### src/rtl/rsw_pkg.sv
package rsw_pkg;

    localparam int unsigned WORD_W   = 32;
    localparam int unsigned SAMP_W   = 12;
    localparam int unsigned SETTLE_W = 8;
    localparam longint unsigned CLK_HZ = 100_000_000;
    localparam longint unsigned BAND_LO_HZ = 20_000;
    localparam longint unsigned BAND_HI_HZ = 40_000;

    typedef logic [WORD_W-1:0] word_t;
    typedef logic [SAMP_W-1:0] samp_t;

    typedef enum logic [2:0] {
        ST_IDLE,
        ST_SETTLE,
        ST_SAMPLE,
        ST_COMPARE,
        ST_STEP,
        ST_LOCKED
    } sweep_st_e;

    // Best point seen so far in the current sweep
    typedef struct packed {
        samp_t level;
        word_t word;
    } peak_t;

    // Control word for a frequency, truncated toward zero
    function automatic word_t hz_to_word(input longint unsigned hz,
                                         input longint unsigned clk_hz);
        longint unsigned num;
        num = hz << WORD_W;
        return word_t'(num / clk_hz);
    endfunction

    function automatic samp_t abs_diff(input samp_t a, input samp_t b);
        return (a > b) ? (a - b) : (b - a);
    endfunction

    // Add a step and clamp to the upper band word
    function automatic word_t sat_step(input word_t w, input word_t st,
                                       input word_t hi);
        logic [WORD_W:0] sum;
        sum = {1'b0, w} + {1'b0, st};
        if (sum > {1'b0, hi})
            return hi;
        return sum[WORD_W-1:0];
    endfunction

endpackage

### src/rtl/rsw_settle.sv
module rsw_settle #(
    parameter int unsigned CNT_W = rsw_pkg::SETTLE_W
) (
    input  logic             clk,
    input  logic             rst,
    input  logic             clr,
    input  logic             tick,
    input  logic [CNT_W-1:0] limit,
    output logic             done
);
    logic [CNT_W-1:0] cnt_q;

    assign done = (cnt_q >= limit);

    always_ff @(posedge clk) begin
        if (rst || clr)
            cnt_q <= '0;
        else if (tick && !done)
            cnt_q <= cnt_q + 1'b1;
    end
endmodule

### src/rtl/rsw_peak.sv
module rsw_peak
    import rsw_pkg::*;
(
    input  logic  clk,
    input  logic  rst,
    input  logic  clr,
    input  logic  upd,
    input  logic  first,
    input  samp_t level,
    input  word_t word,
    output samp_t best_level,
    output word_t best_word
);
    peak_t best_q;

    always_ff @(posedge clk) begin
        if (rst || clr)
            best_q <= '0;
        else if (upd && (first || level > best_q.level))
            best_q <= '{level: level, word: word};
    end

    assign best_level = best_q.level;
    assign best_word  = best_q.word;
endmodule

### src/rtl/rsw_step.sv
module rsw_step
    import rsw_pkg::*;
(
    input  samp_t cur,
    input  samp_t prev,
    input  samp_t thresh,
    input  logic  first,
    input  word_t coarse,
    input  word_t fine,
    output word_t step
);
    logic use_coarse;

    always_comb begin
        use_coarse = !first && (abs_diff(cur, prev) < thresh);
        step       = use_coarse ? coarse : fine;
    end
endmodule

### src/rtl/res_sweep_ctrl.sv
module res_sweep_ctrl
    import rsw_pkg::*;
#(
    parameter word_t F_LO = hz_to_word(BAND_LO_HZ, CLK_HZ),
    parameter word_t F_HI = hz_to_word(BAND_HI_HZ, CLK_HZ)
) (
    input  logic                clk,
    input  logic                rst,
    input  logic                start_i,
    input  logic [SAMP_W-1:0]   samp_i,
    input  logic                samp_vld_i,
    input  logic [SAMP_W-1:0]   thresh_i,
    input  logic [WORD_W-1:0]   step_coarse_i,
    input  logic [WORD_W-1:0]   step_fine_i,
    input  logic [SETTLE_W-1:0] settle_i,
    output logic [WORD_W-1:0]   fword_o,
    output logic                locked_o
);
    sweep_st_e state_q;
    word_t     word_q;
    word_t     step_q;
    word_t     step_w;
    samp_t     cur_q;
    samp_t     prev_q;
    logic      first_q;
    logic      go;
    logic      settle_done;
    samp_t     best_level;
    word_t     best_word;

    // Start is only honoured when no sweep is in progress
    assign go = start_i && (state_q == ST_IDLE || state_q == ST_LOCKED);

    rsw_settle #(.CNT_W(SETTLE_W)) u_settle (
        .clk   (clk),
        .rst   (rst),
        .clr   (go || state_q == ST_STEP),
        .tick  (samp_vld_i && state_q == ST_SETTLE),
        .limit (settle_i),
        .done  (settle_done)
    );

    rsw_step u_step (
        .cur    (cur_q),
        .prev   (prev_q),
        .thresh (thresh_i),
        .first  (first_q),
        .coarse (step_coarse_i),
        .fine   (step_fine_i),
        .step   (step_w)
    );

    rsw_peak u_peak (
        .clk        (clk),
        .rst        (rst),
        .clr        (go),
        .upd        (state_q == ST_COMPARE),
        .first      (first_q),
        .level      (cur_q),
        .word       (word_q),
        .best_level (best_level),
        .best_word  (best_word)
    );

    always_ff @(posedge clk) begin
        if (rst) begin
            state_q <= ST_IDLE;
            word_q  <= F_LO;
            step_q  <= '0;
            cur_q   <= '0;
            prev_q  <= '0;
            first_q <= 1'b1;
        end else begin
            unique case (state_q)
                ST_IDLE, ST_LOCKED: begin
                    if (start_i) begin
                        state_q <= ST_SETTLE;
                        word_q  <= F_LO;
                        first_q <= 1'b1;
                    end
                end
                ST_SETTLE: begin
                    if (settle_done)
                        state_q <= ST_SAMPLE;
                end
                ST_SAMPLE: begin
                    if (samp_vld_i) begin
                        cur_q   <= samp_i;
                        state_q <= ST_COMPARE;
                    end
                end
                ST_COMPARE: begin
                    prev_q  <= cur_q;
                    first_q <= 1'b0;
                    step_q  <= step_w;
                    state_q <= (word_q == F_HI) ? ST_LOCKED : ST_STEP;
                end
                ST_STEP: begin
                    word_q  <= sat_step(word_q, step_q, F_HI);
                    state_q <= ST_SETTLE;
                end
                default: state_q <= ST_IDLE;
            endcase
        end
    end

    assign locked_o = (state_q == ST_LOCKED);
    assign fword_o  = locked_o ? best_word : word_q;

endmodule


### config.mk
export PLATFORM = sky130hd
export DESIGN_NAME = res_sweep_ctrl
export DESIGN_NICKNAME = d
export VERILOG_FILES = /design/src/rtl/rsw_pkg.sv /design/src/rtl/rsw_settle.sv /design/src/rtl/rsw_peak.sv /design/src/rtl/rsw_step.sv /design/src/rtl/res_sweep_ctrl.sv
export SDC_FILE = /design/constraint.sdc
export NUM_CORES = 1
export LEC_CHECK = 0
export BUFFER_PORTS_ARGS = -buffer_cell sky130_fd_sc_hd__buf_2
export CORE_MARGIN = 5
export CORE_UTILIZATION = 59
export CTS_CLUSTER_SIZE = 30
export DETAILED_ROUTE_END_ITERATION = 8
export PLACE_DENSITY = 0.87
export SYNTH_ARGS = -nofsm -noshare
export SYNTH_HDL_FRONTEND = slang
export SYNTH_SLANG_ARGS = --single-unit
export TNS_END_PERCENT = 30
### constraint.sdc
create_clock -name clk -period 6.45 [get_ports clk]
set_clock_uncertainty 0.05 [all_clocks]
set_input_delay 0.645 -clock clk [delete_from_list [all_inputs] [get_ports clk]]
set_output_delay 0.645 -clock clk [all_outputs]
set_load 0.01 [all_outputs]
==> flow_summary_export.csv, run 1 <==
group,metric,value,unit
outcome,outcome,"finished clean",
detailed_routing,drtIter0Drc,622,
grt,grt_pass1_vias,8929,
logic_synthesis,syn_nets,1415,
sta,max_freq,0.191,GHz
detailed_routing,wirelength,25800,um
sta,fin_crit_sh,81.2,%
layout,diodes,0,
sta,holdWs,0.395,ns
cts,cts_buffer_depth,2,
detailed_routing,dr.pass1.iters,5,
setup_path,end_kind,"flop",
setup_path,arrival,5.52,ns
setup_path,cp_top_family,"compound AO/OA/AOI/OAI gates",
sta,worst_pin_slew,1.16,ns
detailed_routing,antenna_left,0,
sta,fin_tns_setup,0,ns
grt,grt.overflow.total,0,
grt,antenna_found_initial,0,
placement,dp_hpwl,18800,um
detailed_routing,drc,0,
setup_path,path_max_fanout,32,
cts,cts-resized-gates,0,
logic_synthesis,synth_edf_count,0,
grt,grt_usage,26.3,%
logic_synthesis,async_flop_share,0,%
pwr,irDropWorstVdd,0.000217,V
logic_synthesis,seq_area_frac_synth,29.5,%
grt,grt_pass1_wl,42500,um
cts,cts_tree,"built",
layout,drive_gt1_share,15.2,%
setup_path,cp_slowest_cell,"a2111o_1",
floorplanning,pin_count,133,
run,drv_cap,0,
logic_synthesis,ys_types,79,
floorplanning,fp.dieArea,19200,um^2
setup_path,criticalPathCategory,"reg2reg",
detailed_routing,via_count,9199,
sta,period_minus_slack,5.23,ns
setup_path,worst_ep_required_time,6.74,ns
floorplanning,core-area,16400,um^2
cts,cts_buffers,17,
pwr,powerDensity,272,nW/um^2
layout,area_growth,13.5,%
cts,h-tree-depth,4,
pwr,p_leak,4.85,nW
cts,cts.sinks,144,
min_path,hold_class,"in2reg",
setup_path,path_buf_inv,3,
placement,placed_cells,1521,
floorplanning,die_x,139,um
cts,root_buffer,"clkbuf_16",
grt,grt_max_degree,78,
setup_path,cp_slowest_stage_delay,0.43,ns
sta,hold_violations,0,
detailed_routing,vias_per_cell,5.92,
layout,layoutNonFillerInstCount,1553,
setup_path,crit_chain,"inv_1, ha_1, inv_1, fa_1, a21o_1, a21oi_1, o21ai_0, a31oi_1, a21oi_2, nor3b_1, o32ai_1, nor2_1, xnor2_1, ha_1, a2111o_1, nor4_1, a211oi_4, buf_4, mux2i_1, a211oi_1",
floorplanning,rows,47,
cts,clk_pin_slew_worst_paths,0.07,ns
sta,drv_slew,0,
sta,setup_viol,0,
layout,nets,1510,
logic_synthesis,avgSynthCellArea,7.98,um^2
setup_path,cp-start-kind,"flop",
cts,worstSkewPairLatency,0.43,ns
detailed_routing,wl_per_cell,16.6,um
placement,gp_congestion,0.927,
logic_synthesis,ys_seq_elements,144,
placement,dp_slack,1.22,ns
logic_synthesis,yosys_warnings,0,
sta,worst_slack,1.22,ns
layout,fillers,1314,
sta,slew_headroom,22.5,%
floorplanning,die_h,139,um
sta,rsz0062_at_grt,"no",
floorplanning,start_util,59.6,%
cts,ctsHoldBuffers,0,
logic_synthesis,syn_area,9770,um^2
placement,portBuffers,132,
logic_synthesis,synth_top_flop_cell,"dfxtp_1",
logic_synthesis,postSynthCellCount,1225,
cts,cts_setup_buffers,0,
[power breakdown]
group / switching [mW] / internal, mW
sequential: 0.0525 / 0.935
clock: 0.413 / 0.588
combinational: 0.612 / 0.421
total: 1.08 / 1.94
[state kept, by name (all words and copies together), names as in the netlist]
| name | cells |
|---|---|
| cur_q | 12 |
| first_q | 1 |
| prev_q | 12 |
| state_q | 3 |
| step_q | 32 |
| u_peak.best_level | 12 |
| u_peak.best_word | 32 |
| u_settle.cnt_q | 8 |
| word_q | 32 |
[stage by stage]
stage	power (mW)	instance area, um^2	utilization, %
after floorplan	1.82	9770	-
after global placement	1.99	10500	64.0
after detailed placement	2.02	10500	64.0
after CTS	3.02	11100	67.6
after global routing	3.19	11100	67.6
final	3.02	11100	67.6
[routing by layer]
layer / vias up / wire length (um) / track usage, %
met4: 0 / 962 / 11.9
met2: 330 / 12200 / 44.6
li1: 4524 / - / -
met3: 75 / 1620 / 5.21
met5: - / 0 / 0
met1: 4270 / 11000 / 32.4
[Yosys cell counts (14+ instances only)]
library cell	instances	share of area [%]
ha_1	87	11
a211oi_1	39	3.0
nand2_1	183	7.0
a21o_1	19	1.5
a21oi_1	88	4.5
mux2i_1	84	8.6
nor2_1	121	4.6
nand3_1	14	0.72
nand4_1	17	1.1
xnor2_1	25	2.2
clkbuf_1	46	1.8
o21ai_0	44	2.3
nor3_1	15	0.77
inv_1	75	2.9
and2_1	16	1.0
dfxtp_1	144	30
[cells by family after synthesis]
family	synth area share [%]
AO/OA/AOI/OAI	20.8
XOR/XNOR	3.05
adder cells (fa/ha/maj)	11.8
buffers and inverters	5.70
flip-flops	29.5
multiplexers	8.95
AND/OR/NAND/NOR	20.2
[worst paths after layout]
path              startpoint          to  slack, ns  cells after the start
hold reg to reg    prev_q[0]   prev_q[0]       0.43                      2
setup / recovery    cur_q[0]  step_q[14]       1.22                     20
setup reg to reg    cur_q[0]  step_q[14]       1.22                     20
hold / removal    samp_i[10]   cur_q[10]       0.40                      3
[area by class of cell]
class	instances	area, um^2	area share (%)
clock buffer	19	443	3.99
clock inverter	13	153	1.38
inverter	75	282	2.54
multi-input combinational	944	6350	57.2
sequential	144	2880	26.0
tap	220	275	2.48
timing repair buffer	138	706	6.36
[layout by cell type, fill, tap and decap left out, types with 11 or more instances in the layout]
cell type  instances
o21ai_0           44
o21bai_1          11
buf_2            132
mux2i_1           84
nand3_1           14
o21a_1            13
and2_1            16
a31oi_1           13
a21o_1            19
nand4_1           17
nor2_1           121
nand2_1          183
a211oi_1          38
inv_1             75
nor3_1            15
clkbuf_16         17
xnor2_1           25
ha_1              87
dfxtp_1          144
a21oi_1           88
[worst register-to-register path, cell delays in order, from the launching register on]
cell	delay, ns
dfxtp_1	0.36
inv_1	0.10
ha_1	0.19
inv_1	0.08
fa_1	0.38
a21o_1	0.18
a21oi_1	0.24
o21ai_0	0.11
a31oi_1	0.27
a21oi_2	0.27
nor3b_1	0.25
o32ai_1	0.40
nor2_1	0.11
xnor2_1	0.14
ha_1	0.30
a2111o_1	0.43
nor4_1	0.37
a211oi_4	0.11
buf_4	0.33
mux2i_1	0.22
a211oi_1	0.26
(Power assumes the default switching activity.)
==> inputs of run 2 (changes only) <==
- ABC_AREA: not set -> 1
- CORE_UTILIZATION: 59 -> 54
- PLACE_DENSITY: 0.87 -> 0.83
- clock period: 6.45 -> 4.2 ns (I/O delays scaled with it)
==> flow_summary_export.csv, run 2 <==
group,metric,value,unit
grt,grt_usage,27.0,%
sta,hold_violations,0,
sta,setup_viol,0,
sta,worst_pin_slew,0.818,ns
setup_path,reg2reg_slack,0.26,ns
min_path,hold_depth,3,
logic_synthesis,ys_types,43,
placement,dp_hpwl,23800,um
detailed_routing,wirelength,30900,um
logic_synthesis,syn_area,10400,um^2
logic_synthesis,async_flop_share,0,%
logic_synthesis,synth_area_leaders,"dfxtp_1 28%, nand2_1 17%, ha_1 11%",
detailed_routing,wl_per_cell,15.0,um
setup_path,r2r-end,"step_q[18]",
placement,dpl-instance-area,11300,um^2
logic_synthesis,synth_top_area_cell,"dfxtp_1",
layout,drive_gt1_share,12.3,%
cts,worstSkewPairLatency,0.43,ns
min_path,hold_class,"in2reg",
logic_synthesis,synth_edf_count,0,
setup_path,criticalPathCategory,"reg2reg",
grt,grt_pass1_wl,48700,um
placement,dp_slack,0.0598,ns
layout,final_common_cell,"nand2_1",
cts,cts_buffer_depth,2,
logic_synthesis,synth.most_common_cell,"nand2_1",
placement,placed_cells,2022,
outcome,outcome,"finished clean",
sta,max_freq,0.254,GHz
logic_synthesis,synth_top_flop_cell,"dfxtp_1",
detailed_routing,drtIter0Drc,1084,
setup_path,path_max_fanout,16,
detailed_routing,drc,0,
logic_synthesis,syn_nets,1857,
floorplanning,pin_count,133,
detailed_routing,antenna_left,0,
grt,grt.overflow.total,0,
layout,fin_area,12000,um^2
pwr,p_total,5.90,mW
cts,cts_tree,"built",
sta,drv_slew,0,
logic_synthesis,synthDominantCellAreaShare,27.8,%
grt,grt_max_degree,59,
grt,antenna_found_initial,0,
sta,fin_tns_setup,0,ns
run,drv_cap,0,
sta,slew_headroom,45.4,%
layout,area_growth,15.5,%
logic_synthesis,synth_common_cells,"480 x nand2_1, 279 x inv_1, 151 x a21oi_1",
grt,grt_pass1_vias,10064,
cts,cts.sinks,144,
logic_synthesis,avgSynthCellArea,6.22,um^2
layout,nets,1975,
sta,period_minus_slack,3.94,ns
logic_synthesis,seq_area_frac_synth,27.8,%
layout,seq_area,2890,um^2
floorplanning,rows,50,
setup_path,end_kind,"flop",
layout,layoutNonFillerInstCount,2058,
min_path,hold_path_end,"cur_q[1]",
placement,gp_congestion,0.983,
setup_path,reg2reg_from,"cur_q[4]",
layout,diodes,0,
floorplanning,start_util,55.0,%
floorplanning,die_x,149,um
pwr,p_leak,6.12,nW
sta,holdWs,0.218,ns
sta,fin_crit_sh,93.8,%
cts,root_buffer,"clkbuf_16",
detailed_routing,vias_per_cell,5.36,
layout,fillers,1741,
floorplanning,fp.dieArea,22100,um^2
min_path,min_from,"samp_i[1]",
placement,portBuffers,132,
layout,fin_util,63.6,%
logic_synthesis,ys_seq_elements,144,
layout,final_cell_mix,"479 x nand2_1, 278 x inv_1, 150 x a21oi_1",
setup_path,worst_ep_required_time,4.49,ns
pwr,powerDensity,493,nW/um^2
floorplanning,core-area,18800,um^2
cts,h-tree-depth,4,
cts,clk_pin_slew_worst_paths,0.06,ns
setup_path,r2r_cells,24,
logic_synthesis,yosys_warnings,0,
detailed_routing,dr.pass1.iters,6,
setup_path,cp-start-kind,"flop",
layout,multiInputGateArea,6290,um^2
sta,worst_slack,0.259,ns
cts,cts_buffers,17,
setup_path,arrival,4.24,ns
logic_synthesis,postSynthCellCount,1667,
floorplanning,die_h,149,um
detailed_routing,via_count,11028,
pwr,irDropWorstVdd,0.000350,V
-- run 2: worst max-delay path by stage --
stage                  start    endpoint  slack [ns]  depth (start not counted)
floorplan           cur_q[0]  step_q[11]        0.48                         27
global placement    cur_q[0]  step_q[28]        0.23                         27
detailed placement  cur_q[0]  step_q[13]        0.06                         27
global route        cur_q[8]  step_q[17]      -0.002                         22
CTS                 cur_q[0]  step_q[12]        0.03                         27
finish              cur_q[4]  step_q[18]        0.26                         24
-- run 2: routing by layer --
| metal | GRT usage [%] | vias to the layer above | wire length, um | share of wire (%) |
|---|---|---|---|---|
| li1 | - | 5538 | - | - |
| met1 | 37.3 | 4988 | 13600 | 44 |
| met2 | 43.4 | 438 | 14100 | 46 |
| met3 | 4.36 | 64 | 2450 | 7.9 |
| met4 | 7.90 | 0 | 753 | 2.4 |
| met5 | 0 | - | 0 | 0 |
-- run 2: kinds of logic after synthesis --
| logic type | share of synthesized area, % |
|---|---|
| AND/OR/NAND/NOR | 28.5 |
| AO/OA/AOI/OAI | 18.9 |
| buffers and inverters | 12.1 |
| flip-flops | 27.8 |
| adder cells (fa/ha/maj) | 11.1 |
| XOR/XNOR | 1.41 |
| multiplexers | 0.0966 |
-- run 2: what timing repair did --
action,CTS,global route
setup endpoints to repair,0,32
setup buffers,0,1
hold buffers,0,0
gates resized for setup,0,19
-- run 2: power by group --
group / switching, mW / internal, mW / leakage [nW]
registers: 0.0912 / 1.48 / 1.16
clock network: 0.652 / 0.833 / 0.276
logic: 1.77 / 1.08 / 4.68
-- run 2: worst max-delay path: stages (launching register included) --
cell	delay (ns)
dfxtp_1	0.40
inv_1	0.10
ha_2	0.38
nand2_1	0.09
nor2_1	0.13
nand2_1	0.07
nand2_1	0.09
nand2_1	0.05
nand2_1	0.11
nand2_4	0.11
o211ai_1	0.32
nand3_1	0.11
o21ai_0	0.12
xnor2_1	0.14
inv_1	0.05
ha_1	0.28
a21oi_1	0.16
o21ai_0	0.10
a21oi_1	0.16
nand3_2	0.14
inv_4	0.14
clkbuf_16	0.20
o21a_1	0.12
o21ai_0	0.08
a21oi_1	0.14
-- run 2: area by class of cell --
type	count	share of cell area (%)
clock inverter	15	1.24
timing repair inverter	1	0.0418
tap	260	2.72
inverter	284	8.95
timing repair buffer	147	6.85
multi-input combinational	1190	52.5
clock buffer	17	3.55
sequential	144	24.1
